File: config.mk
export PLATFORM = sky130hd
export DESIGN_NAME = yuv_rgb_csc
export DESIGN_NICKNAME = d
export VERILOG_FILES = /design/src/rtl/csc_pkg.sv /design/src/rtl/csc_regbank.sv /design/src/rtl/csc_pipe.sv /design/src/rtl/yuv_rgb_csc.sv
export SDC_FILE = /design/constraint.sdc
export NUM_CORES = 2
export LEC_CHECK = 0
export BUFFER_PORTS_ARGS = -buffer_cell sky130_fd_sc_hd__buf_2
export CORE_MARGIN = 1.5
export CORE_UTILIZATION = 33
export CTS_CLUSTER_DIAMETER = 40
export DETAILED_ROUTE_END_ITERATION = 16
export GPL_TIMING_DRIVEN = 0
export HOLD_SLACK_MARGIN = 0.08
export PLACE_DENSITY_LB_ADDON = 0.08
export SLEW_MARGIN = 20
export SYNTH_ARGS = -nofsm -noshare
export SYNTH_HDL_FRONTEND = slang
export SYNTH_SLANG_ARGS = --single-unit
File: constraint.sdc
create_clock -name clk -period 8.3 [get_ports clk]
set_clock_uncertainty 0.05 [all_clocks]
set_input_delay 1.66 -clock clk [delete_from_list [all_inputs] [get_ports clk]]
set_output_delay 1.66 -clock clk [all_outputs]
set_load 0.01 [all_outputs]
File: src/rtl/csc_pkg.sv
package csc_pkg;

  localparam int PIX_W     = 8;
  localparam int COEF_W    = 13;
  localparam int COEF_FRAC = 10;
  localparam int OFF_W     = 22;
  localparam int OFF_FRAC  = 12;
  localparam int N_CH      = 3;
  localparam int N_MAT     = N_CH * N_CH;
  localparam int N_WORDS   = 8;
  localparam int PROD_W    = COEF_W + PIX_W + 1;
  localparam int ACC_W     = OFF_W + 6;
  localparam int ALIGN_SH  = OFF_FRAC - COEF_FRAC;
  localparam int HALF_W    = 16;

  typedef struct packed {
    logic [N_MAT-1:0][COEF_W-1:0] m;
    logic [N_CH-1:0][OFF_W-1:0]   off;
  } csc_bank_t;

  // BT.601 studio-range set, used as the reset image of every bank
  function automatic csc_bank_t bt601_bank();
    csc_bank_t b;
    b.m[0] = 13'h04A8; b.m[1] = 13'h0000; b.m[2] = 13'h0662;
    b.m[3] = 13'h04A8; b.m[4] = 13'h1E6F; b.m[5] = 13'h1CBF;
    b.m[6] = 13'h04A8; b.m[7] = 13'h0812; b.m[8] = 13'h0000;
    b.off[0] = 22'h321168;
    b.off[1] = 22'h0877CF;
    b.off[2] = 22'h2EB127;
    return b;
  endfunction

  // Register image of bank word i (zero-filled outside the fields)
  function automatic logic [31:0] bank_word(csc_bank_t b, int i);
    logic [31:0] w;
    w = '0;
    if (i < N_MAT / 2 + 1) begin
      w[COEF_W-1:0] = b.m[2*i];
      if (2*i + 1 < N_MAT) w[HALF_W +: COEF_W] = b.m[2*i+1];
    end else if (i < N_WORDS) begin
      w[OFF_W-1:0] = b.off[i - (N_MAT / 2 + 1)];
    end
    return w;
  endfunction

  // One matrix term: signed S2.10 coefficient times unsigned sample
  function automatic logic signed [PROD_W-1:0] mul_term(logic [COEF_W-1:0] c,
                                                        logic [PIX_W-1:0]  x);
    logic signed [PROD_W-1:0] cs, xs;
    cs = PROD_W'($signed(c));
    xs = PROD_W'($signed({1'b0, x}));
    return cs * xs;
  endfunction

  // Three terms aligned to the offset's fraction, plus offset and half LSB
  function automatic logic signed [ACC_W-1:0] acc_sum(logic signed [PROD_W-1:0] p0,
                                                      logic signed [PROD_W-1:0] p1,
                                                      logic signed [PROD_W-1:0] p2,
                                                      logic [OFF_W-1:0]         off);
    logic signed [ACC_W-1:0] a;
    a = ACC_W'(p0) + ACC_W'(p1) + ACC_W'(p2);
    a = (a <<< ALIGN_SH) + ACC_W'($signed(off));
    a = a + ACC_W'(1 << (OFF_FRAC - 1));
    return a;
  endfunction

  // Drop the fraction (floor) and clamp to the pixel range
  function automatic logic [PIX_W-1:0] round_sat(logic signed [ACC_W-1:0] a);
    logic signed [ACC_W-1:0] q;
    logic signed [ACC_W-1:0] hi;
    hi = ACC_W'((1 << PIX_W) - 1);
    q  = a >>> OFF_FRAC;
    if (q < 0)       return '0;
    else if (q > hi) return '1;
    else             return q[PIX_W-1:0];
  endfunction

endpackage

File: src/rtl/csc_regbank.sv
module csc_regbank
  import csc_pkg::*;
#(
  parameter int NUM_WIN = 2,
  parameter int ADDR_W  = 8
) (
  input  logic                         clk,
  input  logic                         rst_n,
  input  logic                         reg_we,
  input  logic [ADDR_W-1:0]            reg_addr,
  input  logic [31:0]                  reg_wdata,
  output logic [31:0]                  reg_rdata,
  output logic [NUM_WIN-1:0]           win_en,
  output csc_bank_t [NUM_WIN-1:0]      banks
);

  localparam int WORD_W    = ADDR_W - 2;
  localparam int BANK_BASE = 8;
  localparam int EN_STRIDE = 8;
  localparam int EN_BIT0   = 1;
  localparam int N_MWORDS  = N_MAT / 2 + 1;

  logic [WORD_W-1:0] widx;
  logic              aligned;
  logic              hit_ctrl;

  assign widx     = reg_addr[ADDR_W-1:2];
  assign aligned  = (reg_addr[1:0] == 2'b00);
  assign hit_ctrl = aligned && (widx == '0);

  logic      [NUM_WIN-1:0] en_q;
  csc_bank_t [NUM_WIN-1:0] bank_q;

  always_ff @(posedge clk) begin
    if (!rst_n) begin
      en_q <= '0;
      for (int w = 0; w < NUM_WIN; w++) bank_q[w] <= bt601_bank();
    end else if (reg_we && aligned) begin
      if (hit_ctrl) begin
        for (int w = 0; w < NUM_WIN; w++) en_q[w] <= reg_wdata[EN_BIT0 + EN_STRIDE*w];
      end
      for (int w = 0; w < NUM_WIN; w++) begin
        for (int i = 0; i < N_WORDS; i++) begin
          if (widx == WORD_W'(BANK_BASE + N_WORDS*w + i)) begin
            if (i < N_MWORDS) begin
              bank_q[w].m[2*i] <= reg_wdata[COEF_W-1:0];
              if (2*i + 1 < N_MAT) bank_q[w].m[2*i+1] <= reg_wdata[HALF_W +: COEF_W];
            end else begin
              bank_q[w].off[i - N_MWORDS] <= reg_wdata[OFF_W-1:0];
            end
          end
        end
      end
    end
  end

  always_comb begin
    reg_rdata = '0;
    if (hit_ctrl) begin
      for (int w = 0; w < NUM_WIN; w++) reg_rdata[EN_BIT0 + EN_STRIDE*w] = en_q[w];
    end
    for (int w = 0; w < NUM_WIN; w++) begin
      for (int i = 0; i < N_WORDS; i++) begin
        if (aligned && widx == WORD_W'(BANK_BASE + N_WORDS*w + i))
          reg_rdata = bank_word(bank_q[w], i);
      end
    end
  end

  assign win_en = en_q;
  assign banks  = bank_q;

endmodule

File: src/rtl/csc_pipe.sv
module csc_pipe
  import csc_pkg::*;
(
  input  logic                        clk,
  input  logic                        rst_n,
  input  logic                        in_valid,
  input  logic                        in_conv,
  input  logic [N_CH-1:0][PIX_W-1:0]  in_pix,
  input  csc_bank_t                   bank,
  output logic                        out_valid,
  output logic [N_CH-1:0][PIX_W-1:0]  out_pix
);

  // Stage 1: products and offsets captured with the pixel
  logic                        s1_valid, s1_conv;
  logic [N_CH-1:0][PIX_W-1:0]  s1_pix;
  logic signed [PROD_W-1:0]    s1_prod [N_CH][N_CH];
  logic [N_CH-1:0][OFF_W-1:0]  s1_off;

  // Stage 2: aligned sums with rounding bias
  logic                        s2_valid, s2_conv;
  logic [N_CH-1:0][PIX_W-1:0]  s2_pix;
  logic signed [ACC_W-1:0]     s2_acc [N_CH];

  always_ff @(posedge clk) begin
    if (!rst_n) begin
      s1_valid  <= 1'b0;
      s1_conv   <= 1'b0;
      s2_valid  <= 1'b0;
      s2_conv   <= 1'b0;
      out_valid <= 1'b0;
    end else begin
      s1_valid  <= in_valid;
      s1_conv   <= in_conv;
      s2_valid  <= s1_valid;
      s2_conv   <= s1_conv;
      out_valid <= s2_valid;
    end
  end

  for (genvar c = 0; c < N_CH; c++) begin : g_ch
    for (genvar t = 0; t < N_CH; t++) begin : g_term
      always_ff @(posedge clk) begin
        if (!rst_n) s1_prod[c][t] <= '0;
        else        s1_prod[c][t] <= mul_term(bank.m[N_CH*c + t], in_pix[t]);
      end
    end

    always_ff @(posedge clk) begin
      if (!rst_n) begin
        s1_off[c]  <= '0;
        s1_pix[c]  <= '0;
        s2_acc[c]  <= '0;
        s2_pix[c]  <= '0;
        out_pix[c] <= '0;
      end else begin
        s1_off[c]  <= bank.off[c];
        s1_pix[c]  <= in_pix[c];
        s2_acc[c]  <= acc_sum(s1_prod[c][0], s1_prod[c][1], s1_prod[c][2], s1_off[c]);
        s2_pix[c]  <= s1_pix[c];
        out_pix[c] <= s2_conv ? round_sat(s2_acc[c]) : s2_pix[c];
      end
    end
  end

endmodule

File: src/rtl/yuv_rgb_csc.sv
module yuv_rgb_csc
  import csc_pkg::*;
#(
  parameter int NUM_WIN = 2,
  parameter int ADDR_W  = 8,
  localparam int WIN_W  = (NUM_WIN > 1) ? $clog2(NUM_WIN) : 1
) (
  input  logic              clk,
  input  logic              rst_n,
  input  logic              reg_we,
  input  logic [ADDR_W-1:0] reg_addr,
  input  logic [31:0]       reg_wdata,
  output logic [31:0]       reg_rdata,
  input  logic              in_valid,
  input  logic [WIN_W-1:0]  in_win,
  input  logic              in_is_yuv,
  input  logic [7:0]        in_y,
  input  logic [7:0]        in_u,
  input  logic [7:0]        in_v,
  output logic              out_valid,
  output logic [7:0]        out_r,
  output logic [7:0]        out_g,
  output logic [7:0]        out_b
);

  logic      [NUM_WIN-1:0] win_en;
  csc_bank_t [NUM_WIN-1:0] banks;
  csc_bank_t               sel_bank;
  logic                    conv_sel;
  logic [N_CH-1:0][PIX_W-1:0] pix_in, pix_out;

  csc_regbank #(.NUM_WIN(NUM_WIN), .ADDR_W(ADDR_W)) regs_i (
    .clk       (clk),
    .rst_n     (rst_n),
    .reg_we    (reg_we),
    .reg_addr  (reg_addr),
    .reg_wdata (reg_wdata),
    .reg_rdata (reg_rdata),
    .win_en    (win_en),
    .banks     (banks)
  );

  assign sel_bank = banks[in_win];
  assign conv_sel = win_en[in_win] && in_is_yuv;
  assign pix_in   = {in_v, in_u, in_y};

  csc_pipe pipe_i (
    .clk       (clk),
    .rst_n     (rst_n),
    .in_valid  (in_valid),
    .in_conv   (conv_sel),
    .in_pix    (pix_in),
    .bank      (sel_bank),
    .out_valid (out_valid),
    .out_pix   (pix_out)
  );

  assign out_r = pix_out[0];
  assign out_g = pix_out[1];
  assign out_b = pix_out[2];

endmodule

==> results.md <==
* Outcome: finished clean
* CTS Buf Count at ~160
* CTS clock-pin slew for the worst setup and hold paths at 0.05 ns
* CP required at 8.84 ns
* Die area at ~0.21 mm2
* Initial DRC Count at 5,278
* Max Root-Sink Buffers at 3
* Mapped Area at 0.0694 mm2
* Share of flip-flops with an asynchronous set or reset at 0%
* Routed wl met3 at approximately 22 mm
* Sequential cell area fraction in the yosys report at 21.7%
* DIE WIDTH at around 460 um
* Post-layout min period at 8.05 ns
* FF-to-FF path depth at 22
* Worst-margin pin slew at approximately 1.2 ns
* DRC viols at 0
* Vias per inst at about 5.1
* Worst Hold Class: reg -> reg
* Maximum vdd drop at roughly 0.22 mV
* Area grow syn2layout at 15.0%
* I/O Pins at 127
* Crit share post-route at a little over nine tenths
* Global-route usage over all layers at 29.7%
* Number of global-route vias before repair at 58,067
* ANT nets after route at 0
* Die H at 462 um
* Post-route setup slack at roughly 0.25 ns
* Final global-route overflow total at 0
* Finished Cell Area at approximately 0.080 mm2
* CP endpoint kind: flop
* PortBufs at 77
* Max Used Layer: met5
* CP Launch Type: input port
* CTS HTree Levels at 4
* Hold Path Depth at 1
* First-pass GRT wire length at between 400 and 500 mm
* Average wire per standard cell at between 20 and 30 um
* Nets at a little under 10,000
* Met2 Routed Length at 139 mm
* Clock Latency Late Sink at 0.85 ns
* WHS Endpoint: pipe_i.s2_pix[1]$_SDFF_PN0_
* Total clock sinks at 751
* Total routed wirelength at 316 mm
* Critical path arrival at 8.59 ns
* Met1 WL at roughly 140 mm
* Final setup viols at 0
* Core Area at 0.209 mm2
* Critical path class: in -> reg
* Design Power at between 15 and 20 mW
* Hold buffers post-CTS at 0
* CTS tree: yes
* R2r startpoint: regs_i.banks[145]$_SDFFE_PN0P_
* Initial Utilization at around a third
* Largest net degree at the start of global routing at 17
* Drt first pass iters at 6
* Routability cong. at 0.988
* Mapped Cells at roughly 8,100
* Hold Slack at roughly 0.38 ns
* Yosys warning count at 0
* Post-CTS sizing at 3
* Max cap viols at 0
* Pre-CTS WS at -1.22 ns
* Max Slew Vio Count at 0
* R2R Setup Slk at 1.89 ns
* Leak pwr at 38.0 nW
* Slew HR at approximately 17%
* Synthesized area per cell at 8.53 um2
* Setup Buffers After CTS at 0
* Layout cells sized above 1 at 7.67%
* Most used flip-flop cell after synthesis: dfxtp_1
* Commonest cells after routing, fill and taps aside: inv_1 (1,328), nand2_1 (1,315), fa_1 (825), dfxtp_1 (751), ha_1 (600)
* RR Endpoint: pipe_i.s1_prod[2][62]$_SDFF_PN0_
* Final Hold Vio Count at 0
* Initial antenna violation count at 30
* Number of synthesized register bits at between 700 and 800
* DP HPWL at 258 mm
* Cell Rows at 168
* Via count at 58,241
* DP Area at 0.0739 mm2
* Synth cell types at 88
* CP Max Fanout at 10
* Fmax at 124 MHz
* Pwr per Cell Area at 232 mW/mm2
* Leading cell type in the layout, fill and taps excluded: inv_1
* Hold Crit Start: pipe_i.s1_pix[1]$_SDFF_PN0_
* Post-synth EDFFs at 0
* Root Buffer: clkbuf_16
-- where the power goes --
part / switching (mW) / internal [mW] / total, mW
Combinational: 4.60 / 2.84 / 7.44
Sequential: 0.202 / 3.92 / 4.12
Clock: 2.50 / 4.49 / 6.99
-- routing by layer --
| metal | track usage (%) | vias to the layer above |
|---|---|---|
| met5 | 0 | - |
| met4 | 11.8 | 10 |
| met3 | 5.07 | 463 |
| met2 | 46.3 | 2106 |
| met1 | 40.7 | 29355 |
| li1 | - | 26307 |
-- synthesized netlist by cell type (8+ instances only) --
master,instances,area share (%)
buf_1,17,0.092
nand2_1,1315,7.1
a31o_2,10,0.13
dfxtp_1,751,22
a21o_1,53,0.57
mux2_2,122,2.0
o21bai_1,19,0.21
o21ai_1,30,0.22
a22oi_1,36,0.39
o31ai_1,11,0.12
a221oi_1,22,0.28
nor4_1,14,0.13
a221o_1,9,0.13
xnor2_1,129,1.6
buf_4,10,0.11
nor2b_1,91,0.82
nand4_1,10,0.090
mux2i_1,136,2.0
a21oi_1,428,3.1
o21ai_0,106,0.76
clkbuf_1,307,1.7
buf_2,29,0.21
o22ai_1,23,0.21
nor3_1,98,0.71
ha_1,600,11
mux4_2,8,0.26
xor2_1,79,1.0
or3_1,42,0.38
and2_1,549,4.9
o21a_1,30,0.32
or2_2,16,0.14
inv_1,1328,7.2
o211ai_1,23,0.25
fa_1,825,24
nand2b_1,40,0.36
a211oi_1,28,0.30
and3_1,47,0.42
nand3_1,231,1.7
nor2_1,361,2.0
a31oi_1,35,0.32
a222oi_1,18,0.26
-- stage by stage --
step                instances  util, %  setup TNS, ns
detailed placement      11046     35.3         -19.38
finish                  11364     38.1              0
global placement        11023     35.0         -99.92
global route            11349     38.1        -0.0428
CTS                     11344     38.1              0
floorplan                8141        -              0
-- state kept, by name, summed over array words and instances (netlist names) --
| register | flops |
|---|---|
| regs_i.banks | 366 |
| pipe_i.s1_prod | 198 |
| pipe_i.s1_off | 60 |
| pipe_i.s2_acc | 48 |
| pipe_i.out_pix | 24 |
| pipe_i.s1_pix | 24 |
| pipe_i.s2_pix | 24 |
| regs_i.win_en | 2 |
| pipe_i.out_valid | 1 |
| pipe_i.s1_conv | 1 |
| pipe_i.s1_valid | 1 |
| pipe_i.s2_conv | 1 |
| pipe_i.s2_valid | 1 |
-- cell type report --
class	count	area [um2]
Fill cell	21746	130000
Multi-Input combinational cell	5697	48100
Sequential cell	751	15000
Inverter	1330	4990
Clock buffer	191	4280
Tap cell	2805	3510
Clock inverter	107	1600
Buffer	363	1490
Timing Repair Buffer	100	762
Antenna cell	20	50.0
-- critical path: stages --
cell,delay (ns)
clkbuf_1,0.29
clkbuf_2,0.46
clkdlybuf4s15_2,0.61
mux2_2,0.54
and2_1,0.24
fa_1,0.59
fa_1,0.46
fa_1,0.55
inv_1,0.05
fa_1,0.47
inv_1,0.04
ha_1,0.29
o21ai_1,0.11
a21oi_1,0.13
o21ai_1,0.27
a211oi_1,0.21
nor3_1,0.33
o31ai_1,0.15
xnor2_1,0.94
nor2_1,0.16
-- cell families (layout without fill, tap and decap cells) --
logic type               count (synthesis)  in the layout  synth area share [%]
AO/OA/AOI/OAI                          949            949                  8.49
XOR/XNOR                               208            208                  2.63
adder cells (fa/ha/maj)               1425           1425                  34.6
buffers and inverters                 1693           2091                  9.26
flip-flops                             751            751                  21.7
multiplexers                           268            268                  4.23
other                                    1             23               0.00540
AND/OR/NAND/NOR                       2844           2844                  19.1
-- worst max-delay path by stage --
stage / startpoint / endpoint / slack, ns / cells after the start
5_1_grt: in_win / pipe_i.s1_prod[0][20]$_SDFF_PN0_ / -0.04 / 23
3_5_place_dp: in_win / pipe_i.s1_prod[1][62]$_SDFF_PN0_ / -1.22 / 19
4_1_cts: in_win / pipe_i.s1_prod[1][65]$_SDFF_PN0_ / 0.006 / 20
3_3_place_gp: in_win / pipe_i.s1_prod[0][18]$_SDFF_PN0_ / -2.64 / 21
6_report: in_win / pipe_i.s1_prod[1][64]$_SDFF_PN0_ / 0.25 / 20
2_1_floorplan: in_win / pipe_i.s1_prod[2][43]$_SDFF_PN0_ / 0.94 / 19
Note: power is estimated with default switching activity, not from simulation.
